`src/rtl/pgmon_pkg.sv`:
```
package pgmon_pkg;

  typedef enum logic {
    PG_LOW  = 1'b0,
    PG_HIGH = 1'b1
  } pg_state_e;

endpackage

```
`src/rtl/pg_delay_sel.sv`:
```
module pg_delay_sel #(
  parameter int CNT_W     = 12,
  parameter int DEF_DELAY = 2000
) (
  input  logic             use_cfg,
  input  logic [CNT_W-1:0] cfg_count,
  output logic [CNT_W-1:0] delay_eff
);

  localparam logic [CNT_W-1:0] DEF_W = CNT_W'(DEF_DELAY);

  // Effective delay in cycles; never below one.
  function automatic logic [CNT_W-1:0] eff_delay(
    input logic             sel,
    input logic [CNT_W-1:0] prog,
    input logic [CNT_W-1:0] dflt
  );
    logic [CNT_W-1:0] pick;
    pick = sel ? prog : dflt;
    if (pick == '0) pick = CNT_W'(1);
    return pick;
  endfunction

  assign delay_eff = eff_delay(use_cfg, cfg_count, DEF_W);

endmodule

```
`src/rtl/pg_channel.sv`:
```
module pg_channel
  import pgmon_pkg::*;
#(
  parameter int CNT_W = 12
) (
  input  logic             clk,
  input  logic             rst_n,
  input  logic             en,
  input  logic             below,
  input  logic             above,
  input  logic [CNT_W-1:0] delay,
  output logic             pg,
  output logic             ev_rise,
  output logic             ev_fall
);

  pg_state_e        state_q;
  logic [CNT_W-1:0] cnt_q;
  logic             toward;
  logic             done;

  // True when this sample completes a run of 'dly' qualifying cycles.
  function automatic logic run_complete(
    input logic [CNT_W-1:0] cnt,
    input logic [CNT_W-1:0] dly
  );
    logic [CNT_W:0] nxt;
    nxt = {1'b0, cnt} + {{CNT_W{1'b0}}, 1'b1};
    return nxt >= {1'b0, dly};
  endfunction

  always_comb begin
    if (state_q == PG_HIGH) toward = below;
    else                    toward = above & ~below;
    done    = toward & run_complete(cnt_q, delay);
    ev_rise = en & done & (state_q == PG_LOW);
    ev_fall = en & done & (state_q == PG_HIGH);
  end

  always_ff @(posedge clk or negedge rst_n) begin
    if (!rst_n) begin
      state_q <= PG_LOW;
      cnt_q   <= '0;
    end else if (!en) begin
      state_q <= PG_LOW;
      cnt_q   <= '0;
    end else if (!toward) begin
      cnt_q   <= '0;
    end else if (done) begin
      state_q <= (state_q == PG_HIGH) ? PG_LOW : PG_HIGH;
      cnt_q   <= '0;
    end else begin
      cnt_q   <= cnt_q + CNT_W'(1);
    end
  end

  assign pg = en & (state_q == PG_HIGH);

endmodule

```
`src/rtl/pg_dual_monitor.sv`:
```
module pg_dual_monitor #(
  parameter int NCH       = 2,
  parameter int CNT_W     = 12,
  parameter int DEF_DELAY = 2000
) (
  input  logic             clk,
  input  logic             rst_n,
  input  logic [NCH-1:0]   chan_en,
  input  logic [NCH-1:0]   fb_below_fault,
  input  logic [NCH-1:0]   fb_above_recover,
  input  logic             dly_use_cfg,
  input  logic [CNT_W-1:0] dly_cfg_count,
  output logic [NCH-1:0]   pg_good
);

  logic [CNT_W-1:0] delay_eff;
  logic [NCH-1:0]   ev_rise;
  logic [NCH-1:0]   ev_fall;

  pg_delay_sel #(
    .CNT_W     (CNT_W),
    .DEF_DELAY (DEF_DELAY)
  ) u_dsel (
    .use_cfg   (dly_use_cfg),
    .cfg_count (dly_cfg_count),
    .delay_eff (delay_eff)
  );

  for (genvar i = 0; i < NCH; i++) begin : g_ch
    pg_channel #(
      .CNT_W (CNT_W)
    ) u_ch (
      .clk     (clk),
      .rst_n   (rst_n),
      .en      (chan_en[i]),
      .below   (fb_below_fault[i]),
      .above   (fb_above_recover[i]),
      .delay   (delay_eff),
      .pg      (pg_good[i]),
      .ev_rise (ev_rise[i]),
      .ev_fall (ev_fall[i])
    );
  end

endmodule

```
`config.mk`:
```
export PLATFORM = sky130hd
export DESIGN_NAME = pg_dual_monitor
export DESIGN_NICKNAME = d
export VERILOG_FILES = /design/src/rtl/pgmon_pkg.sv /design/src/rtl/pg_delay_sel.sv /design/src/rtl/pg_channel.sv /design/src/rtl/pg_dual_monitor.sv
export SDC_FILE = /design/constraint.sdc
export NUM_CORES = 1
export LEC_CHECK = 0
export ABC_AREA = 1
export BUFFER_PORTS_ARGS = -buffer_cell sky130_fd_sc_hd__buf_4
export CORE_ASPECT_RATIO = 0.8
export CORE_MARGIN = 3
export CORE_UTILIZATION = 35
export CTS_BUF_LIST = sky130_fd_sc_hd__clkbuf_8
export DETAILED_ROUTE_END_ITERATION = 10
export PLACE_DENSITY_LB_ADDON = 0.2
export SYNTH_ARGS = -nofsm -noshare
export SYNTH_HDL_FRONTEND = slang
export SYNTH_SLANG_ARGS = --single-unit
```
`constraint.sdc`:
```
create_clock -name clk -period 2.84 [get_ports clk]
set_clock_uncertainty 0.2 [all_clocks]
set_input_delay 0.284 -clock clk [delete_from_list [all_inputs] [get_ports clk]]
set_output_delay 0.284 -clock clk [all_outputs]
set_load 0.01 [all_outputs]
```
==> reports/qor.yml <==
ys_ff_latch: 26
globalplace.congestion: 0.850
final_util_pct: 45.4
nFillCells: 600
slew_headroom_pct: 66.7
layout_commonest_cell: "nand2_1"
cts_tree: "built"
vias: 1825
max_freq_ghz: 0.377
cp.required_ps: 2850
synth_nets: 345
ios: 23
tightest_slew_ps: 497
cts_buffers: 3
grt_pass1_wl_mm: 8.16
path_class: "register to register"
fin_crit_ps: 2650
endpoint_kind: "register"
track_usage_pct: 14.1
drive_gt1_share_pct: 27.1
clock_latency_ps: 280
drt_iter0_markers: 100
cts_max_level: 1
irDropWorstVdd_mv: 0.175
layout_setup_ws_ps: 186
antenna_found_initial: 0
grt_max_degree: 27
die_area_um2: 7220
rows: 25
worst_hold_path_type: "primary input to register"
cp_max_fo: 6
syn_inst: 298
setup-violations-final: 0
dpl_cell_area_um2: 2410
synth_cell_types: 28
firstDrtPassIters: 4
place_ws_ps: -28.9
design_area_um2: 2710
hold_viol: 0
routed_wl_mm: 4.87
post-route-period-util_pct: 93.4
clkTransAtPathRegs_ps: 100
clock_path_buffers: 2
drc: 0
syn2layout_area_growth_pct: 24.3
die_x_um: 94.3
start_kind: "register"
cts_root_buf: "clkbuf_8"
leakagePower_nw: 1.48
final_cell_mix: "nand2_1 (67), inv_1 (49), nor2_1 (30)"
drv_cap: 0
core_um2: 5970
overflow: 0
layout.nets: 377
grt_pass1_vias: 1748
clock-sinks: 26
hpwlAfterDp_mm: 3.80
antenna_cells: 0
synth_warnings: 0
yosysSeqAreaShare_pct: 29.8
die_y_um: 76.6
vias_per_cell: 4.45
syn_area_per_cell_um2: 7.32
arrival_ps: 2660
status: "finished, final reports clean"
p_per_area_nw_per_um2: 273
io_buffers: 22
routedWlPerCell_um: 11.9
synth_area_um2: 2180
fin_cells: 410
ant_nets: 0
dp.cells: 397
maxSlewViolCount: 0
start_util_pct: 36.5
per-stage QoR:
stage          hold slack, ps  total power, mW  setup TNS (ps)
6_report                  120            0.740               0
2_1_floorplan            -212            0.435               0
3_5_place_dp             26.9            0.481           -34.3
5_1_grt                   125            0.781           -11.6
4_1_cts                   128            0.739               0
3_3_place_gp             22.3            0.480               0
final timing paths:
path / slack, ps / cells past startpoint / start / endpoint
max in group asynchronous: 1940 / 2 / rst_n / g_ch[1].u_ch.cnt_q[4]$_DFF_PN0_
worst min register to register: 310 / 1 / g_ch[1].u_ch.cnt_q[0]$_DFF_PN0_ / g_ch[1].u_ch.cnt_q[0]$_DFF_PN0_
worst max-delay path: 190 / 15 / g_ch[0].u_ch.cnt_q[0]$_DFF_PN0_ / g_ch[0].u_ch.cnt_q[0]$_DFF_PN0_
min in group asynchronous: 240 / 2 / rst_n / g_ch[0].u_ch.cnt_q[9]$_DFF_PN0_
worst max register to register: 190 / 15 / g_ch[0].u_ch.cnt_q[0]$_DFF_PN0_ / g_ch[0].u_ch.cnt_q[0]$_DFF_PN0_
worst min-delay path: 120 / 3 / chan_en[0] / g_ch[0].u_ch.cnt_q[7]$_DFF_PN0_
registers in the layout (all words and copies together) (netlist names):
| signal | cells |
|---|---|
| g_ch.u_ch.state_q | 2 |
| g_ch.u_ch.cnt_q | 24 |
what timing repair did:
item                       CTS  global route
gates resized for setup      1            35
buffers inserted             0             6
cloned                       0             2
hold endpoints to repair    26             0
setup endpoints to repair   12            26
hold buffers                 1             0
pin swaps                    0            17
cell families after synthesis:
kind of cell             Yosys count  share of synthesized area, %
flip-flops                        26                          29.8
adder cells (fa/ha/maj)           26                          14.9
AO/OA/AOI/OAI                     14                          3.79
buffers and inverters             55                          10.5
XOR/XNOR                          15                          6.02
AND/OR/NAND/NOR                  162                          34.9
per-layer routing:
layer,share of wire [%],track usage (%),vias up
met5,0,0,-
met4,0.43,1.73,0
met2,40,20.2,17
met3,2.6,2.57,2
met1,57,22.3,807
li1,-,-,999
cell type report:
cell class                      instances  area (um^2)  share of cell area [%]
Inverter                               50          188                    6.92
Sequential cell                        26          651                    24.0
Multi-Input combinational cell        219         1490                    54.9
Tap cell                               81          101                    3.74
Timing Repair Buffer                   30          228                    8.40
Clock buffer                            4         55.1                    2.03
where the power goes:
group          internal, mW  switching (mW)  total, mW
Clock                 0.124           0.130      0.254
Combinational        0.0450          0.0665      0.112
Sequential            0.372         0.00228      0.374
cell usage after synthesis, drive strengths merged:
cell type | number | share of area (%)
and2 | 1 | 0.29
a31o | 2 | 0.80
or2 | 1 | 0.29
nand3b | 2 | 0.86
and3 | 2 | 0.57
buf | 4 | 1.7
a21oi | 6 | 1.4
xor2 | 12 | 4.8
ha | 26 | 15
a21o | 2 | 0.69
dfrtp | 26 | 30
nand4 | 7 | 2.3
nor3 | 4 | 0.92
nor4 | 2 | 0.57
nand3 | 15 | 4.1
nor2 | 52 | 11
nand2 | 76 | 14
xnor2 | 3 | 1.2
o21ai | 4 | 0.92
clkbuf | 1 | 0.17
inv | 50 | 8.6
critical path: stages, from the launching register on:
cell	delay (ps)
dfrtp_1	400
ha_2	200
nand2_1	80
nor2_4	180
nand2_2	90
nor2_2	120
xor2_1	190
ha_1	270
a21oi_1	160
nor2_1	50
nor2_1	90
nand2_1	60
nand3b_4	170
nand2_4	130
nand2_8	90
nor2_1	100
Note: power is estimated with default switching activity, not from simulation.
